==> src/rtl/pio_pkg.sv <==
package pio_pkg;

   typedef enum logic [1:0] {
      PH_IDLE   = 2'd0,
      PH_SETUP  = 2'd1,
      PH_ACTIVE = 2'd2,
      PH_RECOV  = 2'd3
   } pio_phase_e;

   // index of a per-device timing byte
   localparam int KIND_RD16 = 0;
   localparam int KIND_WR16 = 1;
   localparam int KIND_NARROW = 2;
   localparam int NUM_KIND = 3;

   function automatic int unsigned pick_kind(input logic wr, input logic wide);
      if (!wide) return KIND_NARROW;
      return wr ? KIND_WR16 : KIND_RD16;
   endfunction

   // byte address of timing byte (dev, kind)
   function automatic int unsigned tim_offset(input int unsigned base16, input int unsigned base8,
                                              input int unsigned dev, input int unsigned kind);
      if (kind == KIND_NARROW) return base8 + dev;
      return base16 + 2 * dev + kind;
   endfunction

endpackage

==> src/rtl/pio_timing_regs.sv <==
module pio_timing_regs
   import pio_pkg::*;
#(
   parameter int CFG_AW    = 8,
   parameter int CNT_W     = 4,
   parameter int SETUP_OFS = 'h48,
   parameter int T16_BASE  = 'h4C,
   parameter int T8_BASE   = 'h50
) (
   input  logic                                 clk,
   input  logic                                 rst_n,
   input  logic                                 cfg_we,
   input  logic [CFG_AW-1:0]                    cfg_addr,
   input  logic [3:0]                           cfg_be,
   input  logic [31:0]                          cfg_wdata,
   output logic [2*CNT_W-1:0]                   setup_byte,
   output logic [1:0][NUM_KIND-1:0][2*CNT_W-1:0] tim
);
   localparam int BYTE_W = 2 * CNT_W;

   // byte address seen on lane l
   function automatic logic [CFG_AW-1:0] lane_addr(input logic [CFG_AW-1:0] a, input int l);
      return {a[CFG_AW-1:2], 2'(l)};
   endfunction

   always_ff @(posedge clk or negedge rst_n) begin
      if (!rst_n) begin
         setup_byte <= '1;
      end else if (cfg_we) begin
         for (int l = 0; l < 4; l++) begin
            if (cfg_be[l] && lane_addr(cfg_addr, l) == CFG_AW'(SETUP_OFS))
               setup_byte <= cfg_wdata[8*l +: BYTE_W];
         end
      end
   end

   for (genvar d = 0; d < 2; d++) begin : g_dev
      for (genvar k = 0; k < NUM_KIND; k++) begin : g_kind
         localparam int OFS = int'(tim_offset(T16_BASE, T8_BASE, d, k));
         always_ff @(posedge clk or negedge rst_n) begin
            if (!rst_n) begin
               tim[d][k] <= '1;
            end else if (cfg_we) begin
               for (int l = 0; l < 4; l++) begin
                  if (cfg_be[l] && lane_addr(cfg_addr, l) == CFG_AW'(OFS))
                     tim[d][k] <= cfg_wdata[8*l +: BYTE_W];
               end
            end
         end
      end
   end

endmodule

==> src/rtl/pio_timing_sel.sv <==
module pio_timing_sel
   import pio_pkg::*;
#(
   parameter int CNT_W = 4
) (
   input  logic [2*CNT_W-1:0]                    setup_byte,
   input  logic [1:0][NUM_KIND-1:0][2*CNT_W-1:0] tim,
   input  logic                                  wr,
   input  logic                                  wide,
   input  logic                                  dev,
   output logic [CNT_W-1:0]                      setup_cnt,
   output logic [CNT_W-1:0]                      act_cnt,
   output logic [CNT_W-1:0]                      rec_cnt
);
   logic [2*CNT_W-1:0] sel_byte;

   always_comb begin
      sel_byte  = tim[dev][pick_kind(wr, wide)];
      act_cnt   = sel_byte[2*CNT_W-1:CNT_W];
      rec_cnt   = sel_byte[CNT_W-1:0];
      setup_cnt = dev ? setup_byte[2*CNT_W-1:CNT_W] : setup_byte[CNT_W-1:0];
   end

endmodule

==> src/rtl/pio_phase_seq.sv <==
module pio_phase_seq
   import pio_pkg::*;
#(
   parameter int CNT_W = 4
) (
   input  logic             clk,
   input  logic             rst_n,
   input  logic             req,
   input  logic [CNT_W-1:0] setup_cnt,
   input  logic [CNT_W-1:0] act_cnt,
   input  logic [CNT_W-1:0] rec_cnt,
   output logic             accept,
   output pio_phase_e       phase,
   output logic             act_last,
   output logic             done
);
   logic [CNT_W-1:0] cnt;
   logic [CNT_W-1:0] act_q;
   logic [CNT_W-1:0] rec_q;
   logic             cnt_zero;

   assign cnt_zero = (cnt == '0);
   assign accept   = (phase == PH_IDLE) && req && !done;
   assign act_last = (phase == PH_ACTIVE) && cnt_zero;

   always_ff @(posedge clk or negedge rst_n) begin
      if (!rst_n) begin
         phase <= PH_IDLE;
         cnt   <= '0;
         act_q <= '0;
         rec_q <= '0;
         done  <= 1'b0;
      end else begin
         done <= 1'b0;
         unique case (phase)
            PH_IDLE: begin
               if (accept) begin
                  phase <= PH_SETUP;
                  cnt   <= setup_cnt;
                  act_q <= act_cnt;
                  rec_q <= rec_cnt;
               end
            end
            PH_SETUP: begin
               if (cnt_zero) begin
                  phase <= PH_ACTIVE;
                  cnt   <= act_q;
               end else begin
                  cnt <= cnt - 1'b1;
               end
            end
            PH_ACTIVE: begin
               if (cnt_zero) begin
                  phase <= PH_RECOV;
                  cnt   <= rec_q;
               end else begin
                  cnt <= cnt - 1'b1;
               end
            end
            PH_RECOV: begin
               if (cnt_zero) begin
                  phase <= PH_IDLE;
                  done  <= 1'b1;
               end else begin
                  cnt <= cnt - 1'b1;
               end
            end
            default: phase <= PH_IDLE;
         endcase
      end
   end

endmodule

==> src/rtl/pio_strobe_gen.sv <==
module pio_strobe_gen
   import pio_pkg::*;
#(
   parameter int DATA_W    = 16,
   parameter int ADDR_W    = 3,
   parameter int CS_W      = 2,
   parameter int CFG_AW    = 8,
   parameter int CNT_W     = 4,
   parameter int SETUP_OFS = 'h48,
   parameter int T16_BASE  = 'h4C,
   parameter int T8_BASE   = 'h50
) (
   input  logic              clk,
   input  logic              rst_n,
   input  logic              cfg_we,
   input  logic [CFG_AW-1:0] cfg_addr,
   input  logic [3:0]        cfg_be,
   input  logic [31:0]       cfg_wdata,
   input  logic              req,
   input  logic              req_wr,
   input  logic              req_dev,
   input  logic              req_wide,
   input  logic [ADDR_W-1:0] req_addr,
   input  logic [CS_W-1:0]   req_cs,
   input  logic [DATA_W-1:0] req_wdata,
   input  logic [DATA_W-1:0] dd_in,
   output logic              ack,
   output logic [DATA_W-1:0] rdata,
   output logic [ADDR_W-1:0] ata_addr,
   output logic [CS_W-1:0]   ata_cs_n,
   output logic              dior_n,
   output logic              diow_n,
   output logic [DATA_W-1:0] dd_out,
   output logic              dd_oe
);
   localparam int BYTE_W = 2 * CNT_W;

   // elaboration checks
   if (BYTE_W != 8) begin : g_bad_cnt
      $error("CNT_W must be 4: two counts share one byte");
   end
   if (CFG_AW < 3) begin : g_bad_aw
      $error("CFG_AW too small for dword decode");
   end
   if (SETUP_OFS % 4 != 0) begin : g_bad_setup
      $error("SETUP_OFS must be dword aligned");
   end
   if (T16_BASE >= (1 << CFG_AW) - 3 || T8_BASE >= (1 << CFG_AW) - 1) begin : g_bad_ofs
      $error("timing offsets exceed configuration space");
   end

   logic [BYTE_W-1:0]                    setup_byte;
   logic [1:0][NUM_KIND-1:0][BYTE_W-1:0] tim;
   logic [CNT_W-1:0]                     setup_cnt, act_cnt, rec_cnt;
   logic                                 accept, act_last, done;
   pio_phase_e                           phase;

   logic                                 wr_q;
   logic [ADDR_W-1:0]                    addr_q;
   logic [CS_W-1:0]                      cs_q;
   logic [DATA_W-1:0]                    wdata_q;
   logic [DATA_W-1:0]                    rdata_q;

   pio_timing_regs #(
      .CFG_AW   (CFG_AW),
      .CNT_W    (CNT_W),
      .SETUP_OFS(SETUP_OFS),
      .T16_BASE (T16_BASE),
      .T8_BASE  (T8_BASE)
   ) u_regs (
      .clk       (clk),
      .rst_n     (rst_n),
      .cfg_we    (cfg_we),
      .cfg_addr  (cfg_addr),
      .cfg_be    (cfg_be),
      .cfg_wdata (cfg_wdata),
      .setup_byte(setup_byte),
      .tim       (tim)
   );

   pio_timing_sel #(.CNT_W(CNT_W)) u_sel (
      .setup_byte(setup_byte),
      .tim       (tim),
      .wr        (req_wr),
      .wide      (req_wide),
      .dev       (req_dev),
      .setup_cnt (setup_cnt),
      .act_cnt   (act_cnt),
      .rec_cnt   (rec_cnt)
   );

   pio_phase_seq #(.CNT_W(CNT_W)) u_seq (
      .clk      (clk),
      .rst_n    (rst_n),
      .req      (req),
      .setup_cnt(setup_cnt),
      .act_cnt  (act_cnt),
      .rec_cnt  (rec_cnt),
      .accept   (accept),
      .phase    (phase),
      .act_last (act_last),
      .done     (done)
   );

   // request context held for the whole transfer
   always_ff @(posedge clk or negedge rst_n) begin
      if (!rst_n) begin
         wr_q    <= 1'b0;
         addr_q  <= '0;
         cs_q    <= '0;
         wdata_q <= '0;
      end else if (accept) begin
         wr_q    <= req_wr;
         addr_q  <= req_addr;
         cs_q    <= req_cs;
         wdata_q <= req_wdata;
      end
   end

   // read capture on last active clock
   always_ff @(posedge clk or negedge rst_n) begin
      if (!rst_n)
         rdata_q <= '0;
      else if (act_last && !wr_q)
         rdata_q <= dd_in;
   end

   always_comb begin
      ack      = done;
      rdata    = rdata_q;
      ata_addr = addr_q;
      ata_cs_n = (phase == PH_IDLE) ? '1 : ~cs_q;
      dior_n   = !((phase == PH_ACTIVE) && !wr_q);
      diow_n   = !((phase == PH_ACTIVE) && wr_q);
      dd_oe    = wr_q && ((phase == PH_SETUP) || (phase == PH_ACTIVE));
      dd_out   = wdata_q;
   end

endmodule

==> config.mk <==
export PLATFORM = sky130hd
export DESIGN_NAME = pio_strobe_gen
export DESIGN_NICKNAME = d
export VERILOG_FILES = /design/src/rtl/pio_pkg.sv /design/src/rtl/pio_timing_regs.sv /design/src/rtl/pio_timing_sel.sv /design/src/rtl/pio_phase_seq.sv /design/src/rtl/pio_strobe_gen.sv
export SDC_FILE = /design/constraint.sdc
export NUM_CORES = 1
export LEC_CHECK = 0
export ABC_AREA = 0
export BUFFER_PORTS_ARGS = -buffer_cell sky130_fd_sc_hd__buf_2
export CORE_MARGIN = 1.5
export CORE_UTILIZATION = 39
export CTS_CLUSTER_DIAMETER = 120
export DETAILED_ROUTE_END_ITERATION = 6
export PLACE_DENSITY = 0.68
export RECOVER_POWER = 100
export SYNTH_ARGS = -nofsm -noshare
export SYNTH_HDL_FRONTEND = slang
export SYNTH_HIERARCHICAL = 1
export SYNTH_SLANG_ARGS = --single-unit
==> constraint.sdc <==
create_clock -name clk -period 4.2 [get_ports clk]
set_input_delay 0.84 -clock clk [delete_from_list [all_inputs] [get_ports clk]]
set_output_delay 0.84 -clock clk [all_outputs]
set_load 0.05 [all_outputs]
==> results of run 1 <==
[state kept, by name (all words and copies together), names as in the netlist]
signal / count
u_regs/setup_byte: 8
wr_q: 1
cs_q: 2
u_seq/phase: 2
ata_addr: 3
u_regs/tim: 48
dd_out: 16
u_seq/done: 1
u_seq/cnt: 4
u_seq/rec_q: 4
rdata: 16
u_seq/act_q: 4
[cell type report]
cell class	count	area (um2)	area share
clock buffer	14	275	0.0450
clock inverter	2	38.8	0.00634
inverter	13	48.8	0.00798
multi-input combinational	212	2150	0.352
sequential	109	2800	0.457
tap	176	220	0.0360
timing repair buffer	127	586	0.0957
[kinds of logic after synthesis]
logic type,after synthesis
mux,132
flops,109
simple gates,38
compound gates,32
buf+inv,30
fa+ha+maj,9
xor+xnor,1
[path summary, 6_finish.rpt]
| path | start | endpoint | slack [ns] | cells past startpoint |
|---|---|---|---|---|
| max | req_dev | u_seq/rec_q[2] | 1.31 | 5 |
| min | rdata[13] | rdata[13] | 0.49 | 1 |
| max reg2reg | u_seq/cnt[0] | rdata[0] | 1.33 | 6 |
| min reg2reg | rdata[13] | rdata[13] | 0.49 | 1 |
| max in group asynchronous | rst_n | dd_out[7] | 1.87 | 2 |
| min in group asynchronous | rst_n | rdata[6] | 1.05 | 1 |
[stage by stage]
step / hold slack, ns / cell area (um2) / total power, mW / util
floorplan: 0.472 / 5340 / 3.04 / -
global placement: 0.485 / 6030 / 3.41 / 0.454
detailed placement: 0.490 / 6030 / 3.46 / 0.454
CTS: 0.506 / 6350 / 4.37 / 0.477
global route: 0.508 / 6120 / 4.42 / 0.460
finish: 0.487 / 6120 / 4.18 / 0.460
[worst reg2reg max path, stage by stage (launching register included)]
cell	delay, ns
dfrtp_1	0.40
inv_1	0.11
ha_1	0.22
nor3b_1	0.71
and2_1	0.22
nor2b_2	0.68
mux2_2	0.42
[metal layers]
metal / part of all wire / global-route usage
met2: 0.48 / 0.240
met4: 0.017 / 0.0610
met1: 0.47 / 0.204
met3: 0.035 / 0.0276
met5: 0 / 0
[synth_stat cells, types with 6 or more instances]
cell type,number,area [um2]
dfrtp_1,53,1330
ha_1,9,113
a31oi_1,9,56.3
nor2b_1,6,37.5
mux2_4,33,495
o22ai_2,7,87.6
inv_1,13,48.8
mux2_2,89,1000
nand2_1,6,22.5
buf_2,6,30.0
mux2i_1,9,90.1
dfstp_2,56,1470
[power by group through the flow]
stage	sequential, mW	combinational [mW]	clock [mW]
detailed placement	1.56	1.90	0
floorplan	2.14	0.901	0
global route	1.59	1.87	0.960
global placement	1.55	1.86	0
finish	1.55	1.74	0.890
CTS	1.55	1.90	0.920
==> impl_metrics.yaml, run 1 <==
placed_design:
  routabilityCongestion: 0.784
  pre_cts_slack_ns: 1.34
  portBuffers: 126
  dp_cells: 637
  dp_hpwl_mm: 7.66
power:
  total_leakage_power_nw: 2.75
  p_switching_mw: 1.73
  p_clk_frac: 0.213
  pwr_density_cell_nw_per_um2: 683
  vdd_drop_max_uv: 415
  seqPwrFrac: 0.370
  p_int_mw: 2.45
  switching_share: 0.413
  power_frac_comb: 0.417
clock_tree:
  clockRootBuffer: "clkbuf_16"
  post_cts_buffers: 0
  cts_buffers: 9
  tritoncts: "done"
  path_clk_slew_ns: 0.07
  clock_sinks: 109
  clk-insertion-delay-late_ns: 0.35
  post_cts_resized: 0
  cts_buffer_depth: 2
  h-tree-depth: 3
  cts_hold_buf: 0
global_routing:
  grt_antenna_before_repair: 0
  grtUsageTotal: 0.151
  overflow: 0
  grt_pass1_vias: 3308
  grt_max_degree: 86
  grt_pass1_wl_mm: 17.1
synth:
  synth_edf_count: 0
  ys_dominant_reg_cell: "dfstp_2"
  synth_cell_type_count: 42
  ys_seq_elements: 109
  synthAdderAreaFrac: 0.0211
  ys_warn_count: 6
  synth_top_family_by_area: "multiplexers"
  avgSynthCellArea_um2: 15.2
  synth-xor-area-share: 0.00164
  syn-cell-area_um2: 5340
  synth_compound_area_frac: 0.0560
  syn_inst: 351
  yosysSeqAreaShare: 0.524
  syn_nets: 448
  muxShareOfSynthArea: 0.300
  postSynth.asyncResetShare: 1.00
  synthSimpleGateAreaFrac: 0.0570
timing:
  hold_viol: 0
  fin_ws_ns: 1.31
  slew_headroom: -0.384
  period_minus_slack_ns: 2.89
  fmax_mhz: 345
  grt_setup_unrepaired: "no"
  tightest_slew_ns: 2.08
  setup_violations: 0
  finalMaxSlewViolations: 142
  clock_skew_ns: 0.00708
  fin_setup_tns_ns: 0
  post-route-period-util: 0.689
hold_path:
  hp-class: "reg2reg"
route:
  route.antenna.remaining_nets: 0
  drt_iter0_drc: 119
  wire_per_inst_um: 15.8
  vias_per_cell: 4.86
  vias: 3171
  drc: 0
  firstDrtPassIters: 4
  drt-total-wl_mm: 10.3
floorplanning:
  num_io_pins: 129
  die_h_um: 120
  dieArea_um2: 14400
  row_count: 42
  start_util: 0.401
  core_area_um2: 13300
  dieWidth_um: 120
outcome:
  status: "complete, but fails checks"
  failed_checks: "max-capacitance violations, max-slew violations"
worst_setup_path:
  cp_cell_sequence: "clkbuf_1 > mux2_1 > o22ai_2 > a31oi_1 > mux2_2"
  cp.required_ns: 4.43
  worst_ep_arrival_time_ns: 3.12
  critPathLaunchType: "primary input"
  worst-path-buf-inv: 1
  critPathMaxStageDelay_ns: 1.29
  cpLargestDelayFamily: "buffers and inverters"
  crit_fanout: 28
  crit_path_end_kind: "flop"
  critPathKind: "in2reg"
  slowest_stage: "clkbuf_1"
layout:
  antenna_cells: 0
  final_common_cell: "buf_2"
  n_fill_cell: 1233
  final_cell_mix: "buf_2 (83), mux2_2 (79), dfstp_2 (56)"
  fin_cells: 653
  nNetsFinal: 569
  syn_to_final_growth_pct: 14.6
  drive_above_1_share: 0.532
job:
  max_cap_viol_count: 5
Note: power is estimated with default switching activity, not from simulation.
==> inputs of run 2 (changes only) <==
--- a/config.mk
+++ b/config.mk
@@ -11,7 +11,7 @@
 export CORE_UTILIZATION = 39
 export CTS_CLUSTER_DIAMETER = 120
 export DETAILED_ROUTE_END_ITERATION = 6
-export PLACE_DENSITY = 0.68
+export PLACE_DENSITY = 0.71
 export RECOVER_POWER = 100
 export SYNTH_ARGS = -nofsm -noshare
 export SYNTH_HDL_FRONTEND = slang
==> constraint.sdc (replaced) <==
create_clock -name clk -period 2.4 [get_ports clk]
set_input_delay 0.48 -clock clk [delete_from_list [all_inputs] [get_ports clk]]
set_output_delay 0.48 -clock clk [all_outputs]
set_load 0.05 [all_outputs]
==> run 2 against run 1 <==
Compared with the run above:
- the flow still finishes with violations (max-capacitance violations, max-slew violations)
- non-clock buffer count is 12 higher
- count of clock-buffer cells in the layout fell by 3
- utilization is 0.92 points higher
- wire length shrank 1.8%
- clock power up 85%
- worst setup slack got worse by 1.0 ns
- sequential power increased by 74%
- via count up 1.8%
- clock skew down 0.0013 ns
- cell count is 1.8% higher
- die area stayed put
- largest power group unchanged
==> impl_metrics.yaml, run 2 (synthesis gave the netlist of run 1 again) <==
outcome:
  status: "complete, but fails checks"
  failed_checks: "max-capacitance violations, max-slew violations"
layout:
  n_fill_cell: 1269
  nNetsFinal: 581
  largest_reg_flops: 48
  drive_above_1_share: 0.562
  final_common_cell: "mux2_2"
  top_register: "u_regs/tim"
  final_cell_mix: "mux2_2 (89), buf_2 (84), dfstp_2 (56)"
  syn_to_final_growth_pct: 16.9
  antenna_cells: 0
global_routing:
  overflow: 0
  grt_max_degree: 57
  grtUsageTotal: 0.149
  grt_antenna_before_repair: 0
  grt_pass1_vias: 3232
  busiest_layer: "met2"
  grt_use_met3: 0.0375
  use_met1: 0.198
  use_met2: 0.238
  grt_pass1_wl_mm: 16.7
placed_design:
  pre_cts_slack_ns: 0.334
  routabilityCongestion: 0.792
  dp_hpwl_mm: 7.75
  portBuffers: 126
route:
  drt_iter0_drc: 143
  firstDrtPassIters: 4
  vias_per_cell: 4.86
  drc: 0
  route.antenna.remaining_nets: 0
  drt-total-wl_mm: 10.1
  wire_per_inst_um: 15.2
  vias: 3229
clock_tree:
  post_cts_buffers: 0
  tritoncts: "done"
  post_cts_resized: 0
  h-tree-depth: 3
  clk-insertion-delay-late_ns: 0.35
  cts_hold_buf: 0
  cts_buffer_depth: 2
  clockRootBuffer: "clkbuf_16"
  cts_buffers: 9
  clock_sinks: 109
  path_clk_slew_ns: 0.07
timing:
  tightest_slew_ns: 1.72
  fin_setup_tns_ns: 0
  grt_setup_unrepaired: "no"
  clock_skew_ns: 0.00577
  slew_headroom: -0.145
  fmax_mhz: 474
  holdWs_ns: 0.344
  post-route-period-util: 0.880
  finalMaxSlewViolations: 32
  hold_viol: 0
  fin_ws_ns: 0.288
  setup_violations: 0
  period_minus_slack_ns: 2.11
power:
  vdd_drop_max_uv: 607
  pwr_density_cell_nw_per_um2: 1200
  total_leakage_power_nw: 2.81
worst_setup_path:
  critPathLaunchType: "flop"
  worst_ep_arrival_time_ns: 1.63
  crit_fanout: 4
  cp.required_ns: 1.92
  critPathKind: "reg2out"
  crit_path_end_kind: "primary output"
floorplanning:
  start_util: 0.401
  dieWidth_um: 120
  core_area_um2: 13300
  die_h_um: 120
  num_io_pins: 129
  row_count: 42
  dieArea_um2: 14400
job:
  max_cap_viol_count: 1
hold_path:
  hp-class: "in2reg"
run 2: cell types whose count changed in the layout (fill, tap and decap cells not counted), moves of 2 or more:
cell / before / now
clkbuf_2: 1 / 4
nor4_1: 3 / 1
mux2_1: 35 / 24
clkinv_2: 0 / 2
mux2_2: 79 / 89
clkbuf_1: 45 / 48
run 2: worst max-delay path, cell delays in order, from the launching register on:
cell and delay, ns:
dfrtp_1 0.42, inv_1 0.10, ha_1 0.17, nand2b_1 0.10, clkbuf_1 0.48
run 2: metal layers:
| metal | wire length, um | up-vias |
|---|---|---|
| met5 | 0 | - |
| met4 | 137 | 0 |
| met3 | 432 | 12 |
| met2 | 4990 | 69 |
| met1 | 4570 | 1613 |
| li1 | - | 1535 |
run 2: where the power goes:
group | internal, mW | leakage (nW) | switching, mW
logic | 1.01 | 1.41 | 2.12
clock network | 1.01 | 0.171 | 0.648
registers | 2.42 | 1.23 | 0.285
run 2: final cells by class:
class                           instances  area (um2)  area share
Tap cell                              176         220      0.0353
Sequential cell                       109        2800       0.448
Clock buffer                           11         264      0.0423
Timing Repair Buffer                  139         656       0.105
Clock inverter                          5        78.8      0.0126
Inverter                               13        48.8     0.00782
Multi-Input combinational cell        212        2170       0.349
run 2: path summary, 6_finish.rpt:
path	startpoint	to	slack, ns	cells past startpoint
max in group asynchronous	rst_n	u_regs/tim[28]	0.50	2
min in group asynchronous	rst_n	rdata[12]	0.56	1
setup / recovery	u_seq/phase[0]	ata_cs_n[0]	0.29	4
hold reg to reg	rdata[5]	rdata[5]	0.49	1
hold / removal	dd_in[11]	rdata[11]	0.34	2
setup reg to reg	u_seq/cnt[0]	rdata[12]	0.36	7
run 2: metrics by stage:
stage	utilization	area [um2]	std cells	power, mW
6_report	0.469	6240	665	7.48
3_3_place_gp	0.462	6140	649	6.00
3_5_place_dp	0.462	6140	649	6.10
4_1_cts	0.487	6480	665	7.81
5_1_grt	0.469	6240	665	7.87
2_1_floorplan	-	5340	351	5.32
==> inputs of run 3 (changes only) <==
--- a/config.mk
+++ b/config.mk
@@ -7,11 +7,12 @@
 export LEC_CHECK = 0
 export ABC_AREA = 0
 export BUFFER_PORTS_ARGS = -buffer_cell sky130_fd_sc_hd__buf_2
+export CORE_ASPECT_RATIO = 1.25
 export CORE_MARGIN = 1.5
 export CORE_UTILIZATION = 39
 export CTS_CLUSTER_DIAMETER = 120
 export DETAILED_ROUTE_END_ITERATION = 6
-export PLACE_DENSITY = 0.71
+export PLACE_DENSITY_LB_ADDON = 0.1
 export RECOVER_POWER = 100
 export SYNTH_ARGS = -nofsm -noshare
 export SYNTH_HDL_FRONTEND = slang
==> run 3 against run 2 <==
Compared with the run above:
- flip-flop and latch count unchanged
- combinational power about the same
- critical path type unchanged
- worst setup slack improved by 0.048 ns
- clock skew increased by 0.0030 ns
- count of clock-buffer cells in the layout increased by 1
- clock power decreased by 13%
- global-route usage about the same
- sequential power about the same
- non-clock buffer count increased by 1
- largest power group unchanged
- the run now ends clean
- hold slack got worse by 0.095 ns
==> impl_metrics.yaml, run 3 (synthesis gave the netlist of run 1 again) <==
timing:
  setup_violations: 0
  period_minus_slack_ns: 2.06
  post-route-period-util: 0.860
  slew_headroom: 0.292
  fmax_mhz: 485
  finalMaxSlewViolations: 0
  fin_setup_tns_ns: 0
  hold_viol: 0
  clock_skew_ns: 0.00873
  grt_setup_unrepaired: "no"
  tightest_slew_ns: 1.06
clock_tree:
  path_clk_slew_ns: 0.07
  clockRootBuffer: "clkbuf_16"
  cts_hold_buf: 0
  post_cts_resized: 0
  clock_sinks: 109
  tritoncts: "done"
  h-tree-depth: 3
  post_cts_buffers: 0
  cts_buffers: 9
  cts_buffer_depth: 2
  clk-insertion-delay-late_ns: 0.34
global_routing:
  overflow: 0
  grt_max_degree: 45
  grt_pass1_vias: 3433
  grt_pass1_wl_mm: 16.6
  grtUsageTotal: 0.149
  grt_antenna_before_repair: 0
route:
  drc: 0
  wire_per_inst_um: 15.8
  vias_per_cell: 4.88
  drt-total-wl_mm: 10.5
  route.antenna.remaining_nets: 0
  firstDrtPassIters: 4
  vias: 3228
  drt_iter0_drc: 64
worst_setup_path:
  cp.required_ns: 1.92
  reg2reg_setup_slack_ns: 0.37
  crit_fanout: 6
  worst_ep_arrival_time_ns: 1.58
  critPathKind: "reg2out"
  crit_path_end_kind: "primary output"
  critPathLaunchType: "flop"
layout:
  final_common_cell: "mux2_2"
  antenna_cells: 0
  nNetsFinal: 582
  drive_above_1_share: 0.559
  final_cell_mix: "mux2_2 (89), buf_2 (84), dfstp_2 (56)"
  n_fill_cell: 1283
  syn_to_final_growth_pct: 16.4
  top_register: "u_regs/tim"
  fin_cells: 661
  largest_reg_flops: 48
floorplanning:
  core_area_um2: 13300
  die_h_um: 134
  dieArea_um2: 14400
  start_util: 0.402
  num_io_pins: 129
  dieWidth_um: 108
  row_count: 47
power:
  power_frac_comb: 0.430
  seqPwrFrac: 0.371
  p_int_mw: 4.22
  vdd_drop_max_uv: 560
  p_switching_mw: 3.04
  total_leakage_power_nw: 2.78
  p_clk_frac: 0.199
  pwr_density_cell_nw_per_um2: 1170
  switching_share: 0.419
placed_design:
  portBuffers: 126
  dp_cells: 645
  routabilityCongestion: 0.744
  dp_hpwl_mm: 8.10
hold_path:
  hp-class: "in2async"
outcome:
  status: "finished, final reports clean"
job:
  max_cap_viol_count: 0
## run 3: cell count changes in the layout (fill, tap and decap cells not counted), sizes merged
cell / previous run / this run
buf: 87 / 86
bufinv: 2 / 0
clkbuf: 63 / 66
clkinv: 2 / 1
clkinvlp: 0 / 2
## run 3: routing by layer
layer,routed length (um),vias up,GRT usage
met3,510,6,0.0330
li1,-,1533,-
met5,0,-,0
met2,5650,82,0.280
met1,4190,1607,0.167
met4,106,0,0.0395
## run 3: final cells by class
class | instances | area (um2) | area share
sequential | 109 | 2800 | 0.450
multi-input combinational | 212 | 2200 | 0.354
timing repair buffer | 140 | 656 | 0.106
clock buffer | 12 | 268 | 0.0431
tap | 171 | 214 | 0.0344
inverter | 13 | 48.8 | 0.00785
clock inverter | 4 | 30.0 | 0.00483
## run 3: final timing paths
| check | cells past startpoint | to | from |
|---|---|---|---|
| min reg2reg | 1 | rdata[6] | rdata[6] |
| max in group asynchronous | 2 | rdata[8] | rst_n |
| min | 1 | rdata[6] | rst_n |
| max | 4 | ata_cs_n[0] | u_seq/phase[1] |
| min in group clk | 2 | rdata[9] | dd_in[9] |
| max reg2reg | 7 | u_seq/phase[1] | u_seq/cnt[0] |
## run 3: per-stage QoR
step / total power, mW / hold slack [ns] / utilization / worst slack (ns) / cell area (um2)
5_1_grt: 7.69 / 0.317 / 0.467 / 0.194 / 6210
6_report: 7.25 / 0.249 / 0.467 / 0.336 / 6210
3_5_place_dp: 6.12 / 0.483 / 0.464 / 0.278 / 6160
3_3_place_gp: 6.04 / 0.476 / 0.464 / 0.336 / 6160
4_1_cts: 7.61 / 0.111 / 0.486 / 0.405 / 6460
2_1_floorplan: 5.32 / 0.184 / - / 0.443 / 5340
## run 3: critical path, stage by stage (launching register included)
cell	delay [ns]
dfrtp_1	0.45
inv_1	0.09
ha_1	0.14
nand2b_1	0.10
clkbuf_1	0.47
## run 3: power by group through the flow
stage | combinational, mW | clock, mW | sequential, mW
after floorplan | 1.58 | 0 | 3.75
after global placement | 3.34 | 0 | 2.71
after detailed placement | 3.39 | 0 | 2.74
after CTS | 3.40 | 1.51 | 2.70
after global routing | 3.34 | 1.59 | 2.76
final | 3.12 | 1.44 | 2.69
